## src/rtl/pktdec_pkg.sv

```systemverilog
package pktdec_pkg;
  localparam int unsigned ID_W   = 8;
  localparam int unsigned CMD_W  = 8;
  localparam int unsigned HDR_W  = ID_W + CMD_W;
  localparam int unsigned DATA_W = 120;
  localparam int unsigned CNT_W  = $clog2(HDR_W + DATA_W + 1);
  localparam int unsigned GS_W   = 120;
  localparam int unsigned DC_W   = 96;
  localparam int unsigned CT_W   = 32;
  localparam int unsigned BR_W   = 16;
  localparam int unsigned TC_W   = 8;
  localparam int unsigned MD_W   = 16;
  localparam int unsigned HS_W   = 16;
  localparam logic [ID_W-1:0]  BCAST_ID = '0;
  localparam logic [CMD_W-1:0] HSYNC_CMD = 8'h80;
  localparam int unsigned MARK_BIT = 20; // zero-based index of bit 21

  typedef enum logic [3:0] {
    K_RST, K_GS, K_DC, K_CT, K_BR, K_TC, K_MODE,
    K_RD_OVM, K_RD_FM, K_AID, K_HSYNC, K_NONE
  } kind_e;

  function automatic kind_e cmd_kind(logic [CMD_W-1:0] c);
    case (c)
      8'h00: return K_RST;
      8'h02: return K_GS;
      8'h04: return K_DC;
      8'h08: return K_CT;
      8'h10: return K_BR;
      8'h20: return K_TC;
      8'h40: return K_MODE;
      8'h50: return K_RD_OVM;
      8'h60: return K_RD_FM;
      8'h70: return K_AID;
      8'h80: return K_HSYNC;
      default: return K_NONE;
    endcase
  endfunction

  function automatic int unsigned kind_len(kind_e k);
    case (k)
      K_RST, K_TC, K_RD_FM:                   return 8;
      K_GS:                                   return GS_W;
      K_DC:                                   return DC_W;
      K_CT:                                   return CT_W;
      K_BR, K_MODE, K_RD_OVM, K_AID, K_HSYNC: return 16;
      default:                                return 0;
    endcase
  endfunction

  function automatic logic kind_bcast_only(kind_e k);
    return (k == K_RST) || (k == K_AID) || (k == K_HSYNC);
  endfunction
endpackage

```

## src/rtl/pktdec_framer.sv

```systemverilog
module pktdec_framer
  import pktdec_pkg::*;
(
  input  logic              clk_i,
  input  logic              rst_ni,
  input  logic              bit_valid_i,
  input  logic              bit_i,
  output logic              end_o,
  output logic              mark_o,
  output logic [ID_W-1:0]   id_o,
  output logic [CMD_W-1:0]  cmd_o,
  output logic [DATA_W-1:0] data_o
);
  logic [CNT_W-1:0]  cnt_q;
  logic [HDR_W-1:0]  hdr_q;
  logic [DATA_W-1:0] dsr_q;
  logic              end_q, mark_q;
  logic [CMD_W-1:0]  cmd_cur;
  logic              last;

  // opcode becomes known on the 16th header bit
  assign cmd_cur = (cnt_q == CNT_W'(HDR_W - 1)) ? {hdr_q[CMD_W-2:0], bit_i}
                                                : hdr_q[CMD_W-1:0];
  assign last = bit_valid_i &&
                (cnt_q == CNT_W'(HDR_W - 1 + kind_len(cmd_kind(cmd_cur))));

  always_ff @(posedge clk_i or negedge rst_ni) begin
    if (!rst_ni) begin
      cnt_q  <= '0;
      hdr_q  <= '0;
      dsr_q  <= '0;
      end_q  <= 1'b0;
      mark_q <= 1'b0;
    end else begin
      end_q  <= last;
      mark_q <= bit_valid_i && (cnt_q == CNT_W'(MARK_BIT)) &&
                (hdr_q == {BCAST_ID, HSYNC_CMD});
      if (bit_valid_i) begin
        if (cnt_q < CNT_W'(HDR_W)) hdr_q <= {hdr_q[HDR_W-2:0], bit_i};
        else                       dsr_q <= {dsr_q[DATA_W-2:0], bit_i};
        cnt_q <= last ? '0 : cnt_q + 1'b1;
      end
    end
  end

  assign end_o  = end_q;
  assign mark_o = mark_q;
  assign id_o   = hdr_q[HDR_W-1:CMD_W];
  assign cmd_o  = hdr_q[CMD_W-1:0];
  assign data_o = dsr_q;

  a_r1_cnt_bound: assert property (@(posedge clk_i) disable iff (!rst_ni)
    cnt_q <= CNT_W'(HDR_W + DATA_W - 1));
  a_r1_end_needs_bit: assert property (@(posedge clk_i) disable iff (!rst_ni)
    end_q |-> $past(bit_valid_i));
  a_r12_mark_single: assert property (@(posedge clk_i) disable iff (!rst_ni)
    mark_q |=> !mark_q);
endmodule

```

## src/rtl/pktdec_regs.sv

```systemverilog
module pktdec_regs
  import pktdec_pkg::*;
#(
  parameter logic [ID_W-1:0] RESET_ID = 8'hFF
) (
  input  logic              clk_i,
  input  logic              rst_ni,
  input  logic              end_i,
  input  logic [ID_W-1:0]   id_i,
  input  logic [CMD_W-1:0]  cmd_i,
  input  logic [DATA_W-1:0] data_i,
  output logic [GS_W-1:0]   gs_o,
  output logic [DC_W-1:0]   dc_o,
  output logic [CT_W-1:0]   ct_o,
  output logic [BR_W-1:0]   bright_o,
  output logic [TC_W-1:0]   tone_ctl_o,
  output logic [MD_W-1:0]   mode_o,
  output logic [ID_W-1:0]   dev_id_o,
  output logic              hsync_o,
  output logic [HS_W-1:0]   hsync_data_o,
  output logic              soft_rst_o,
  output logic              rd_o,
  output logic              rd_sel_o
);
  kind_e kind;
  logic  accept, wr;

  assign kind   = cmd_kind(cmd_i);
  assign accept = (id_i == BCAST_ID) ||
                  ((id_i == dev_id_o) && !kind_bcast_only(kind));
  assign wr     = end_i && accept;

  always_ff @(posedge clk_i or negedge rst_ni) begin
    if (!rst_ni) begin
      gs_o <= '0; dc_o <= '0; ct_o <= '0; bright_o <= '0;
      tone_ctl_o <= '0; mode_o <= '0; hsync_data_o <= '0;
      dev_id_o <= RESET_ID;
      hsync_o <= 1'b0; soft_rst_o <= 1'b0; rd_o <= 1'b0; rd_sel_o <= 1'b0;
    end else begin
      hsync_o    <= wr && (kind == K_HSYNC);
      soft_rst_o <= wr && (kind == K_RST);
      rd_o       <= wr && ((kind == K_RD_OVM) || (kind == K_RD_FM));
      if (wr) begin
        case (kind)
          K_RST: begin
            gs_o <= '0; dc_o <= '0; ct_o <= '0; bright_o <= '0;
            tone_ctl_o <= '0; mode_o <= '0; hsync_data_o <= '0;
          end
          K_GS:     gs_o         <= data_i[GS_W-1:0];
          K_DC:     dc_o         <= data_i[DC_W-1:0];
          K_CT:     ct_o         <= data_i[CT_W-1:0];
          K_BR:     bright_o     <= data_i[BR_W-1:0];
          K_TC:     tone_ctl_o   <= data_i[TC_W-1:0];
          K_MODE:   mode_o       <= data_i[MD_W-1:0];
          K_AID:    dev_id_o     <= data_i[ID_W-1:0];
          K_HSYNC:  hsync_data_o <= data_i[HS_W-1:0];
          K_RD_OVM: rd_sel_o     <= 1'b0;
          K_RD_FM:  rd_sel_o     <= 1'b1;
          default: ;
        endcase
      end
    end
  end

  a_r9_gs_hold: assert property (@(posedge clk_i) disable iff (!rst_ni)
    !end_i |=> $stable(gs_o));
  a_r9_dc_hold: assert property (@(posedge clk_i) disable iff (!rst_ni)
    !end_i |=> $stable(dc_o));
  a_r3_id_hold: assert property (@(posedge clk_i) disable iff (!rst_ni)
    !end_i |=> $stable(dev_id_o));
  a_r13_pulse_excl: assert property (@(posedge clk_i) disable iff (!rst_ni)
    $onehot0({soft_rst_o, hsync_o, rd_o}));
endmodule

```

## src/rtl/cmd_pkt_decoder.sv

```systemverilog
module cmd_pkt_decoder
  import pktdec_pkg::*;
#(
  parameter logic [7:0] RESET_ID = 8'hFF
) (
  input  logic         clk_i,
  input  logic         rst_ni,
  input  logic         bit_valid_i,
  input  logic         bit_i,
  output logic [119:0] gs_o,
  output logic [95:0]  dc_o,
  output logic [31:0]  ct_o,
  output logic [15:0]  bright_o,
  output logic [7:0]   tone_ctl_o,
  output logic [15:0]  mode_o,
  output logic [7:0]   dev_id_o,
  output logic         hsync_mark_o,
  output logic         hsync_o,
  output logic [15:0]  hsync_data_o,
  output logic         soft_rst_o,
  output logic         rd_o,
  output logic         rd_sel_o
);
  logic              pkt_end;
  logic [ID_W-1:0]   pkt_id;
  logic [CMD_W-1:0]  pkt_cmd;
  logic [DATA_W-1:0] pkt_data;

  pktdec_framer u_framer (
    .clk_i, .rst_ni, .bit_valid_i, .bit_i,
    .end_o(pkt_end), .mark_o(hsync_mark_o),
    .id_o(pkt_id), .cmd_o(pkt_cmd), .data_o(pkt_data)
  );

  pktdec_regs #(.RESET_ID(RESET_ID)) u_regs (
    .clk_i, .rst_ni,
    .end_i(pkt_end), .id_i(pkt_id), .cmd_i(pkt_cmd), .data_i(pkt_data),
    .gs_o, .dc_o, .ct_o, .bright_o, .tone_ctl_o, .mode_o, .dev_id_o,
    .hsync_o, .hsync_data_o, .soft_rst_o, .rd_o, .rd_sel_o
  );

  a_r12_mark_then_quiet: assert property (@(posedge clk_i) disable iff (!rst_ni)
    hsync_mark_o |-> !hsync_o);
endmodule

```

## config.mk

```make
export PLATFORM = sky130hd
export DESIGN_NAME = cmd_pkt_decoder
export DESIGN_NICKNAME = d
export VERILOG_FILES = /design/src/rtl/pktdec_pkg.sv /design/src/rtl/pktdec_framer.sv /design/src/rtl/pktdec_regs.sv /design/src/rtl/cmd_pkt_decoder.sv
export SDC_FILE = /design/constraint.sdc
export NUM_CORES = 1
export LEC_CHECK = 0
export ABC_AREA = 1
export BUFFER_PORTS_ARGS = -buffer_cell sky130_fd_sc_hd__clkbuf_2
export CAP_MARGIN = 10
export CORE_ASPECT_RATIO = 1.5
export CORE_MARGIN = 5
export CORE_UTILIZATION = 55
export DETAILED_ROUTE_END_ITERATION = 10
export GPL_TIMING_DRIVEN = 0
export MAX_ROUTING_LAYER = met4
export PLACE_DENSITY = 0.79
export SETUP_SLACK_MARGIN = 0.1
export SYNTH_ARGS = -nofsm -noshare
export SYNTH_HDL_FRONTEND = slang
export SYNTH_SLANG_ARGS = --single-unit
```

## constraint.sdc

```tcl
create_clock -name clk_i -period 7.27 [get_ports clk_i]
set_clock_uncertainty 0.05 [all_clocks]
set_input_delay 0.3635 -clock clk_i [delete_from_list [all_inputs] [get_ports clk_i]]
set_output_delay 0.3635 -clock clk_i [all_outputs]
set_load 0.01 [all_outputs]
```

==> results.md, run 1 <==
- The final net count is 2303.
- Fill cells in the final layout number 2653.
- The count of pins over their slew limit was 0.
- In the global route stage, overall resource usage came out at 28.8%.
- Setup repair after global routing left no endpoint under its margin.
- For the final routed database, the setup TNS stands at 0 ps.
- The wire-length estimate of the detail-placed layout is 37900 um.
- The number of top-level pins is 321.
- The synthesized netlist net count is 1933.
- The number of detailed-routing iterations run before antenna repair is 5.
- The x dimension of the die is 159 um.
- Global routing finished with a remaining overflow of 0.
- STA classifies the critical path endpoint as a register.
- The overall die area is 37200 um2.
- The synthesized netlist occupies a cell area of 18400 um2.
- The total placed instance area is 20600 um2.
- The vertical die dimension is 234 um.
- In this run, the number of DRC markers left after iteration 0 of detailed routing was 1079.
- Buffers inserted during clock tree synthesis total 43.
- The number of synthesized register bits is 462.
- The number of nets with antenna violations after routing is 0.
- The mean area per synthesized cell is 9.55 um2.
- The global placer's final weighted congestion is 0.931.
- Across the VDD grid, the largest voltage drop is 0.177 mV.
- Summing the sequential cell areas from Yosys gives 63.0% of the chip area.
- Counting flops with a built-in enable in the synthesized netlist gives 0.
- From synthesis to final layout, the design area changed by 20.2%.
- TritonCTS built the clock tree.
- Based on the critical path, the design can be clocked at up to 246 MHz.
- In the synthesized netlist, the number of instances is 1924.
- Counting along the longest clock path gives a buffer depth of 3.
- The count of buffers from port buffering is 320.
- The later-pin clock latency in the skew report is 550 ps.
- The category of the most critical setup path is register to register.
- The part of the total power dissipated in combinational logic is 5.7%.
- The final instance area is 22100 um2.
- The root cell of the clock tree is clkbuf_16.
- The maximum number of pins on one net before global-route repair is 124.
- Of the total synthesized cell area, the portion taken by AND, OR, NAND and NOR gates is 13.4%.
- The average via count per standard cell is 5.62.
- The main combinational cell family by area after synthesis is compound AO/OA/AOI/OAI gates.
- In this run switching power makes up 23.5% of total power.
- The number of library cell types mapped by synthesis is 41.
- Max-cap violations in this run came to 0.
- The clock sink count is 462.
- The worst endpoint required time is 7670 ps.
- Among the stages of the critical path, the cell type that occurs most often is nand2_1.
- The first global-routing pass estimated 84200 um of wire.
- The time the worst path needs with I/O delays and setup is 4070 ps.
- The path class of the tightest hold or removal check is input pin to register.
- Summed over all cells, the static leakage comes to 10.8 nW.
- After detailed routing, the number of remaining DRC violations is 0.
- The via count of the routed design is 15400.
- The repair_antennas step left the layout with diodes totalling 0.
- The total of warnings raised by yosys is 0.
- The cell type group with the largest total delay on the critical path is simple AND/OR/NAND/NOR gates.
- CTS built an H-tree with a depth of 2.
- The number of global-route vias before repair is 15600.
- The routed design has 53000 um of wire.
- The maximum single-stage delay on the critical path is 400 ps.
- The ratio of total power to cell area is 239 nW/um2.
- The sort of element at the start of the critical path is a register.
- Sequential cells burn 50.3% of the power.
- For this run, the share of the core covered by cells in the final layout is 66.4%.
- The internal power component is 4.04 mW.
- The ratio of final minimum period to clock period is 56.0%.
- In the synthesized netlist the dominant register cell turns out to be dfrtp_1.
- The slowest library cell on the worst path is dfrtp_1.
- The floorplan has 82 rows.
- The async set or reset register ratio after synthesis is 100%.
- The number of hold violations in the final report is 0.
- The clock-pin slew on the worst setup and hold paths is 60 ps.
- The initial antenna violation count is 0.
- The synthesized netlist devotes 0.524% of its cell area to XOR and XNOR gates.
- The setup violation total in the final timing report is 0.
- The power spent charging and discharging nets is 1.24 mW.
- The arithmetic-cell share of the synthesized area counting full adders, half adders and majority gates is 0.340%.
- The fraction of final layout cells sized beyond drive strength 1 is 20.6%.
- The run finished with clean final reports.
- The number of buffers and inverters on the critical path is 4.
- The worst pin sits at a relative slew slack of 35.8%.
- The initial utilization of the core area, before any placement, comes to 55.3%.
- Dividing the detail-routed wire length by the instance count gives 19.3 um.
- The post-synthesis compound-gate area fraction is 16.4%.
- The multiplexer share of the synthesized area is 0%.
- In this run the worst path has a maximum fanout of 10.
- The actual slew at the worst max-slew pin is 963 ps.
- The clock network is responsible for 43.9% of the overall power.
- The core region is 33200 um2.
- The data arrival time of the worst path is 4470 ps.
-- final cells by class --
class	count	area, um2	share of cell area [%]
plain buffers	116	492	2.23
clock buffers	63	1300	5.90
clock inverters	14	151	0.686
inverters	185	694	3.14
multi-input cells	1161	5620	25.4
flip-flops and latches	462	11600	52.4
well taps	420	526	2.38
repair buffers	325	1730	7.84
-- kinds of logic (layout without fill, tap and decap cells) --
group,count (synthesis),after routing
flip-flops,462,462
adder cells (fa/ha/maj),5,5
buffers and inverters,301,703
AND/OR/NAND/NOR,560,560
AO/OA/AOI/OAI,585,585
XOR/XNOR,11,11
-- power by group through the flow --
stage          combinational, mW  sequential, mW  clock (mW)
4_1_cts                    0.305            2.66        2.35
3_5_place_dp               0.303            2.70           0
2_1_floorplan              0.167            2.70           0
3_3_place_gp               0.287            2.71           0
5_1_grt                    0.343            2.66        2.45
6_report                   0.303            2.66        2.32
-- placed cells by master (no fill, tap or decap), types with 2 or more instances in the layout --
master and count:
o21ai_1 32, nand2_1 402, clkbuf_16 45, inv_1 180, clkbuf_1 94, inv_2 5
nor2_1 38, o22ai_1 2, o31ai_1 22, dfstp_2 8, clkbuf_8 12, nand2_4 5
a21oi_1 2, nand4_2 3, nand3_2 6, clkbuf_2 319, xnor2_1 5, buf_2 18
dfrtp_1 454, xor2_1 6, ha_1 5, nor2_4 6, nor2_2 6, nor3_1 6
nand2_2 14, clkinv_2 9, buf_1 6, nor4_1 6, nand4_1 7, bufinv_16 3
or2_2 2, nand3_1 52, o21ai_0 523, buf_6 4, buf_16 4
-- cells in the mapped netlist, types with 7 or more instances --
master	n	area (um2)
clkbuf_1	87	327
buf_2	18	90.1
o21ai_0	523	2620
nand4_1	7	43.8
dfstp_2	8	210
o21ai_1	32	160
nand2_1	402	1510
nor2_1	38	143
nand2_2	14	87.6
nand3_1	52	260
inv_1	180	676
o31ai_1	22	165
dfrtp_1	454	11400
-- final timing paths --
kind | to | slack, ps | cells after the start | startpoint
min | u_framer.hdr_q[0]$_DFFE_PN0P_ | 40 | 3 | bit_i
min reg2reg | u_regs.dc_o[58]$_DFFE_PN0P_ | 430 | 2 | u_regs.dc_o[58]$_DFFE_PN0P_
max in group asynchronous | u_regs.dc_o[56]$_DFFE_PN0P_ | 5130 | 5 | rst_ni
max reg2reg | u_framer.cnt_q[7]$_DFFE_PN0P_ | 3200 | 27 | u_framer.cnt_q[0]$_DFFE_PN0P_
max | u_framer.cnt_q[7]$_DFFE_PN0P_ | 3200 | 27 | u_framer.cnt_q[0]$_DFFE_PN0P_
min in group asynchronous | u_regs.gs_o[83]$_DFFE_PN0P_ | 250 | 2 | rst_ni
-- per-stage QoR --
stage               setup WS (ps)  hold slack (ps)  power (mW)  cells
finish                       3200             39.1        5.28   2746
floorplan                    3690             17.9        2.86   1924
global route                 2810             48.5        5.46   2746
global placement            -4060              415        2.99   2664
detailed placement           3230              267        3.01   2668
CTS                          3190             21.9        5.31   2746
-- worst reg2reg max path: cells and delay by family, from the launching register on --
kind	cells	cell delay, ps
AO/OA/AOI/OAI	1	180
adder cells (fa/ha/maj)	3	690
buffers and inverters	4	320
flip-flops	1	400
AND/OR/NAND/NOR	19	2300
-- flip-flops by register name (all words and copies together), names as in the netlist --
register,flops
u_regs.rd_sel_o,1
u_regs.hsync_data_o,16
u_regs.mode_o,16
u_regs.bright_o,16
u_framer.data_o,120
u_framer.hdr_q,16
u_regs.tone_ctl_o,8
u_regs.dev_id_o,8
u_framer.end_o,1
u_regs.dc_o,96
u_regs.ct_o,32
u_regs.soft_rst_o,1
u_regs.rd_o,1
u_framer.cnt_q,8
u_framer.mark_o,1
u_regs.hsync_o,1
u_regs.gs_o,120
-- metal layers --
layer	part of all wire (%)	GRT usage [%]	wire, um
met5	0	-	0
met4	5.2	13.2	2770
met3	6.4	5.61	3390
met2	50	48.0	26600
met1	38	34.3	20200
-- repair_timing --
item / CTS / global route
endpoints found under the hold margin: 42 / 0
hold buffers: 1 / 0
resized for setup: 0 / 0
buffers inserted: 0 / 0
No activity file was read; power rests on OpenSTA's default activity.
==> run 2: changes to the inputs <==
CORE_UTILIZATION = 50   (was 55)
PLACE_DENSITY = 0.75   (was 0.79)
clock period = 3.55 ns   (was 7.27 ns; I/O delays follow)
==> run 2 against run 1 <==
The flow now finishes with violations (setup timing). Core utilization is 4.1 points lower. Fmax is 10% higher. Sequential power is 110% higher. Global-route usage is 2.2 points lower. Wire length is 0.98% higher. Hold slack better by 100 ps. Final area is 3.2% higher. Critical path depth is 1 higher. Die area is 9.5% higher. Setup slack worse by 3300 ps. Sequential cell count stayed put. Clock power is 110% higher.
==> results.md, run 2 (synthesized netlist as in run 1, its figures left out) <==
- The CTS buffer count is 42 (was 43).
- The number of placement rows was 86 (was 82).
- The ratio of total power to cell area was 479 nW/um2 (was 239 nW/um2).
- The utilization after layout is 62.3% (was 66.4%).
- The core box area is 36600 um2 (was 33200 um2).
- The category of the most critical setup path is register to register (unchanged).
- The clock sink count is 462 (unchanged).
- The cell type group with the largest total delay on the critical path is simple AND/OR/NAND/NOR gates (unchanged).
- The sum of overflow across all layers after global routing came to 0 (unchanged).
- The clock-pin slew on the worst setup and hold paths is 60 ps (about the same).
- The peak fanout along the critical path is 7 (was 10).
- The static leakage power is 11.0 nW (was 10.8 nW).
- The internal reg-to-reg setup slack is -140 ps (was 3200 ps).
- The effective utilization at floorplan was 50.2% (was 55.3%).
- The class of the most critical hold timing path is input pin to async pin (was input pin to register).
- The time the worst path needs with I/O delays and setup came to 3690 ps (was 4070 ps).
- The detailed router's first-iteration violation count was 1192 (was 1079).
- The final reports fail on setup timing.
- The H-tree level count is 2 (unchanged).
- The worst endpoint required time is 3940 ps (was 7670 ps).
- The maximum single-stage delay on the critical path is 400 ps (about the same).
- The number of max-capacitance violations reported is 0 (unchanged).
- The half-perimeter wire length after detailed placement was 38400 um (was 37900 um).
- The all-layer global routing usage came to 26.7% (was 28.8%).
- The wire length per cell was 18.8 um (was 19.3 um).
- The vertical die dimension is 245 um (was 234 um).
- The ratio of final minimum period to clock period is 104% (was 56.0%).
- The maximum number of pins on one net before global-route repair is 117 (was 124).
- The setup violation total in the final timing report came to 7 (was 0).
- The category of the worst setup path capture point is a register (unchanged).
- The wire length of the first global-routing pass was 85400 um (was 84200 um).
- The initial antenna violation count is 0 (unchanged).
- The TritonCTS clock tree is done (unchanged).
- The post-placement setup slack was -399 ps (was 3230 ps).
- The number of global-route vias before repair came to 15800 (was 15600).
- Leading cell types in the layout, fill and taps excluded: o21ai_0 (522), dfrtp_1 (452), nand2_1 (377) (was o21ai_0 (523), dfrtp_1 (454), nand2_1 (402)).
- The overall die area came to 40800 um2 (was 37200 um2).
- The root cell of the clock tree is clkbuf_16 (unchanged).
- The final-layout setup total negative slack is -810 ps (was 0 ps).
- The count of placed standard cells including taps is 2732 (was 2668).
- The via count of the routed design is 15500 (was 15400).
- The number of remaining DRC errors came to 0 (unchanged).
- The actual slew at the worst max-slew pin is 949 ps (was 963 ps).
- The number of buffers and inverters on the critical path is 5 (was 4).
- The number of detailed-routing iterations run before antenna repair is 5 (unchanged).
- The later-pin clock latency in the skew report is 560 ps (was 550 ps).
- The number of hold violations in the final report is 0 (unchanged).
- The final net count came to 2344 (was 2303).
- The fraction of final layout cells sized beyond drive strength 1 is 24.4% (was 20.6%).
- The slowest library cell on the worst path is dfrtp_1 (unchanged).
- The sort of element at the start of the critical path is a register (unchanged).
- The number of nets with antenna violations after routing is 0 (unchanged).
- The worst-case headroom to the max-slew limit is 36.7% (was 35.8%).
- Outcome: finished, violations left (was complete, no violations).
- The count of buffers from port buffering was 320 (unchanged).
- The x dimension of the die is 167 um (was 159 um).
- The global placer's final weighted congestion is 0.909 (was 0.931).
- The layout-stage area growth over the synthesis result is 24.0% (was 20.2%).
- The final cell count without fillers is 2850 (was 2746).
- The leading cell type in the layout, fill and taps excluded is o21ai_0 (unchanged).
- The smallest setup slack after layout is -143 ps (was 3200 ps).
- The maximum clock rate is 271 MHz (was 246 MHz).
- The number of top-level pins was 321 (unchanged).
- The count of pins over their slew limit is 0 (unchanged).
- The worst-case vdd ir drop is 0.389 mV (was 0.177 mV).
- The post-detailed-routing wire length is 53600 um (was 53000 um).
- The data arrival time of the worst path came to 4080 ps (was 4470 ps).
- RSZ-0062 raised after global routing: yes (was no).
- The antenna diode instance count came to 0 (unchanged).
- The maximum number of buffers from clock root to sink is 3 (unchanged).
- The power after layout is 10.9 mW (was 5.28 mW).
- The average via count per standard cell is 5.44 (was 5.62).
run 2: cell count changes in the layout (fill, tap and decap cells not counted), sizes merged:
cell	before	now
clkbuf	470	467
buf	33	72
bufinv	3	4
clkinv	9	8
dlygate4sd3	1	4
inv	186	187
run 2: final cells by class:
cell class | instances | area [um2]
inverters | 185 | 694
clock buffers | 60 | 1250
repair buffers | 367 | 2070
well taps | 484 | 606
fillers | 3061 | 13800
clock inverters | 15 | 208
plain buffers | 116 | 519
multi-input cells | 1161 | 5870
flip-flops and latches | 462 | 11600
run 2: per-layer routing:
metal / track usage [%] / vias up / wire (um) / part of all wire [%]
met2: 45.5 / 536 / 27500 / 51
met3: 4.90 / 156 / 3260 / 6.1
li1: - / 7102 / - / -
met1: 30.7 / 7720 / 20100 / 38
met4: 12.3 / 0 / 2750 / 5.1
met5: - / - / 0 / 0
run 2: report_power, final:
part | total [mW] | switching [mW] | internal [mW]
registers | 5.46 | 0.0937 | 5.36
logic | 0.709 | 0.502 | 0.208
clock network | 4.76 | 2.00 | 2.76
total | 10.9 | 2.59 | 8.33
run 2: stage by stage:
stage / area, um2 / hold WS (ps)
after floorplan: 18400 / -168
after global placement: 20600 / 382
after detailed placement: 20700 / 195
after CTS: 22600 / 163
after global routing: 22800 / 210
final: 22800 / 139
run 2: worst reg2reg max path: cells and delay by family (launching register included):
family | cells | cell delay [ps]
AND/OR/NAND/NOR | 19 | 1940
adder cells (fa/ha/maj) | 3 | 590
buffers and inverters | 5 | 490
flip-flops | 1 | 400
XOR/XNOR | 1 | 130
run 2: path summary, 6_finish.rpt:
| path | from | endpoint | depth (start not counted) |
|---|---|---|---|
| worst min-delay path | rst_ni | u_regs.dc_o[64]$_DFFE_PN0P_ | 2 |
| worst max-delay path | u_framer.cnt_q[1]$_DFFE_PN0P_ | u_framer.cnt_q[3]$_DFFE_PN0P_ | 28 |
| max in group asynchronous | rst_ni | u_regs.hsync_data_o[12]$_DFFE_PN0P_ | 4 |
| worst max register to register | u_framer.cnt_q[1]$_DFFE_PN0P_ | u_framer.cnt_q[3]$_DFFE_PN0P_ | 28 |
| worst min register to register | u_framer.data_o[109]$_DFFE_PN0P_ | u_framer.data_o[109]$_DFFE_PN0P_ | 2 |
| min in group clk_i | bit_i | u_framer.hdr_q[0]$_DFFE_PN0P_ | 4 |
run 2: what timing repair did:
action / 4_1_cts / 5_1_grt
pin swaps: 35 / 23
gates cloned: 1 / 0
hold endpoints to repair: 77 / 0
hold buffers: 4 / 0
resized for setup: 47 / 45
setup buffers: 29 / 9
endpoints found under the setup margin: 21 / 147
==> run 3: changes to the inputs <==
CELL_PAD_IN_SITES_DETAIL_PLACEMENT = 0   (was unset)
CELL_PAD_IN_SITES_GLOBAL_PLACEMENT = 1   (was unset)
CORE_UTILIZATION = 39   (was 50)
PLACE_DENSITY = unset   (was 0.75)
PLACE_DENSITY_LB_ADDON = 0.1   (was unset)
SETUP_SLACK_MARGIN = unset   (was 0.1)
==> run 3 against run 2 <==
The flow still finishes with violations (setup timing). Wire length rose by 6.9%. Clock power increased by 2%. Non-clock buffer count unchanged. Sequential power about the same. Critical endpoint is now u_framer.cnt_q[0]$_DFFE_PN0P_. Largest cell class unchanged.
==> results.md, run 3 (synthesized netlist as in run 1, its figures left out) <==
- The power share of the sequential group is 49.4% (was 50.0%).
- The overall die area came to 51600 um2 (was 40800 um2).
- The number of detailed-routing iterations run before antenna repair was 5 (unchanged).
- The count of pins over their slew limit is 0 (unchanged).
- The final instance area came to 23000 um2 (was 22800 um2).
- The wire length per cell is 19.3 um (was 18.8 um).
- The time the worst path needs with I/O delays and setup was 3670 ps (was 3690 ps).
- The clock network fraction of total power is 44.0% (was 43.5%).
- The static leakage power was 11.1 nW (was 11.0 nW).
- The ratio of total power to cell area is 481 nW/um2 (was 479 nW/um2).
- The worst-case vdd ir drop was 0.356 mV (was 0.389 mV).
- The category of the most critical setup path was register to register (unchanged).
- The post-placement setup slack is -434 ps (was -399 ps).
- The TritonCTS clock tree is done (unchanged).
- The total placed instance area came to 20900 um2 (was 20700 um2).
- The clock sink count came to 462 (unchanged).
- The CTS buffer count is 46 (was 42).
- The number of placement rows is 97 (was 86).
- The met2 routed wirelength is 29100 um (was 27500 um).
- The number of hold violations in the final report was 0 (unchanged).
- The slowest library cell on the worst path is dfrtp_1 (unchanged).
- The vertical die dimension came to 276 um (was 245 um).
- The detailed router's first-iteration violation count is 898 (was 1192).
- The maximum clock rate is 272 MHz (was 271 MHz).
- The ratio of final minimum period to clock period is 103% (was 104%).
- Outcome: finished, violations left (unchanged).
- The final net count is 2348 (was 2344).
- The clock-pin slew on the worst setup and hold paths is 60 ps (about the same).
- The initial antenna violation count is 0 (unchanged).
- The layout-stage area growth over the synthesis result is 25.0% (was 24.0%).
- The class of the most critical hold timing path is input pin to async pin (unchanged).
- The global placer's final weighted congestion is 0.841 (was 0.909).
- The area used by sequential logic in the layout is 11600 um2 (unchanged).
- The wire length of the first global-routing pass was 89500 um (was 85400 um).
- The setup violation total in the final timing report is 7 (unchanged).
- The internal power component is 8.38 mW (was 8.33 mW).
- The number of global-route vias before repair is 15200 (was 15800).
- The leading cell type in the layout, fill and taps excluded was o21ai_0 (unchanged).
- The number of remaining DRC errors came to 0 (unchanged).
- The total met3 wirelength after detailed routing was 3090 um (was 3260 um).
- The most numerous cell type found on the critical path is nand2_4.
- The sort of element at the start of the critical path was a register (unchanged).
- The part of the total power dissipated in combinational logic is 6.6% (was 6.5%).
- The worst-case headroom to the max-slew limit is 31.0% (was 36.7%).
- The worst endpoint required time is 3940 ps (about the same).
- The maximum single-stage delay on the critical path is 390 ps (was 400 ps).
- The later-pin clock latency in the skew report is 560 ps (about the same).
- The smallest setup slack after layout was -121 ps (was -143 ps).
- The highest metal layer used by the detailed router is met4 (unchanged).
- The fraction of final layout cells sized beyond drive strength 1 is 24.3% (was 24.4%).
- The number of nets with antenna violations after routing is 0 (unchanged).
- The antenna diode instance count is 0 (unchanged).
- The number of max-capacitance violations reported is 0 (unchanged).
- The fraction of power spent switching nets is 24.1% (was 23.7%).
- The core box area is 46700 um2 (was 36600 um2).
- The average via count per standard cell is 5.09 (was 5.44).
- The effective utilization at floorplan came to 39.3% (was 50.2%).
- Leading cell types in the layout, fill and taps excluded: o21ai_0 (521), dfrtp_1 (452), nand2_1 (377) (was o21ai_0 (522), dfrtp_1 (452), nand2_1 (377)).
- The actual slew at the worst max-slew pin is 1040 ps (was 949 ps).
- The combined area of the multi-input logic cells is 5820 um2 (was 5870 um2).
- The root cell of the clock tree is clkbuf_16 (unchanged).
- The via count of the routed design came to 15100 (was 15500).
- The maximum number of buffers from clock root to sink came to 3 (unchanged).
- Failing checks: setup timing (unchanged).
- The H-tree level count came to 2 (unchanged).
- The wire length on met1 was 23500 um (was 20100 um).
- The power spent charging and discharging nets was 2.67 mW (was 2.59 mW).
- RSZ-0062 raised after global routing: yes (unchanged).
- The count of buffers from port buffering came to 320 (unchanged).
- The post-detailed-routing wire length is 57300 um (was 53600 um).
- The maximum number of pins on one net before global-route repair came to 102 (was 117).
- The half-perimeter wire length after detailed placement was 40900 um (was 38400 um).
- The all-layer global routing usage was 22.4% (was 26.7%).
- The sum of overflow across all layers after global routing is 0 (unchanged).
- The number of top-level pins is 321 (unchanged).
- The layout filler cell count came to 4499 (was 3061).
- The peak fanout along the critical path came to 7 (unchanged).
- The x dimension of the die is 187 um (was 167 um).
- The data arrival time of the worst path is 4060 ps (was 4080 ps).
- The category of the worst setup path capture point was a register (unchanged).
-- run 3: cell count changes in the layout (fill, tap and decap cells not counted), moves of 2 or more --
cell       change
bufinv_16      -3
clkbuf_1       +3
buf_2          -2
nor2_4         -2
clkbuf_16      +5
nor2_1         +3
buf_4          +2
buf_16         +2
clkinv_4       -3
-- run 3: layout make-up --
type,instances,share of cell area (%)
tap,594,3.24
multi-input combinational,1161,25.3
clock buffer,70,6.11
sequential,462,50.4
clock inverter,10,0.468
buffer,115,2.24
timing repair buffer,368,9.20
inverter,185,3.02
-- run 3: power groups by stage --
| stage | logic (mW) | registers, mW | clock network [mW] |
|---|---|---|---|
| after floorplan | 0.344 | 5.52 | 0 |
| after global placement | 0.608 | 5.54 | 0 |
| after detailed placement | 0.643 | 5.54 | 0 |
| after CTS | 0.715 | 5.45 | 4.99 |
| after global routing | 0.822 | 5.46 | 5.21 |
| final | 0.730 | 5.45 | 4.87 |
-- run 3: final timing paths --
check / start / to / slack, ps / depth (start not counted)
max in group asynchronous: rst_ni / u_regs.bright_o[12]$_DFFE_PN0P_ / 1810 / 5
max: u_framer.cnt_q[1]$_DFFE_PN0P_ / u_framer.cnt_q[0]$_DFFE_PN0P_ / -120 / 28
min in group clk_i: bit_i / u_framer.hdr_q[0]$_DFFE_PN0P_ / 370 / 4
max reg2reg: u_framer.cnt_q[1]$_DFFE_PN0P_ / u_framer.cnt_q[0]$_DFFE_PN0P_ / -120 / 28
min: rst_ni / u_framer.cnt_q[6]$_DFFE_PN0P_ / 70 / 2
min reg2reg: u_framer.data_o[29]$_DFFE_PN0P_ / u_framer.data_o[29]$_DFFE_PN0P_ / 430 / 2
-- run 3: worst max-delay path: cells and delay by family (launching register included) --
family        cells  cell delay [ps]
xor+xnor          1              140
buf+inv           4              440
simple gates     20             1940
fa+ha+maj         3              580
flops             1              390
-- run 3: what timing repair did --
item	CTS	global route
endpoints found under the setup margin	55	129
endpoints found under the hold margin	222	0
buffers inserted	30	8
gates resized for setup	44	39
gates cloned	2	0
hold buffers	3	0
pin swaps	39	19
-- run 3: through the flow --
stage | power (mW) | utilization (%) | cells | setup TNS, ps | hold WS [ps]
2_1_floorplan | 5.87 | - | 1924 | -10.2 | -168
3_3_place_gp | 6.15 | 44.4 | 2838 | -3794930 | 381
5_1_grt | 11.5 | 49.2 | 2965 | -2180 | 112
6_report | 11.0 | 49.2 | 2965 | -692 | 72.4
3_5_place_dp | 6.18 | 44.8 | 2843 | -6380 | 94.0
4_1_cts | 11.2 | 48.9 | 2958 | -541 | 64.5
-- run 3: layer usage --
layer  vias to the layer above  global-route usage [%]
met4                         0                    6.41
met5                         -                       -
met2                       382                    38.0
li1                       7118                       -
met3                        82                    4.26
met1                      7502                    27.5
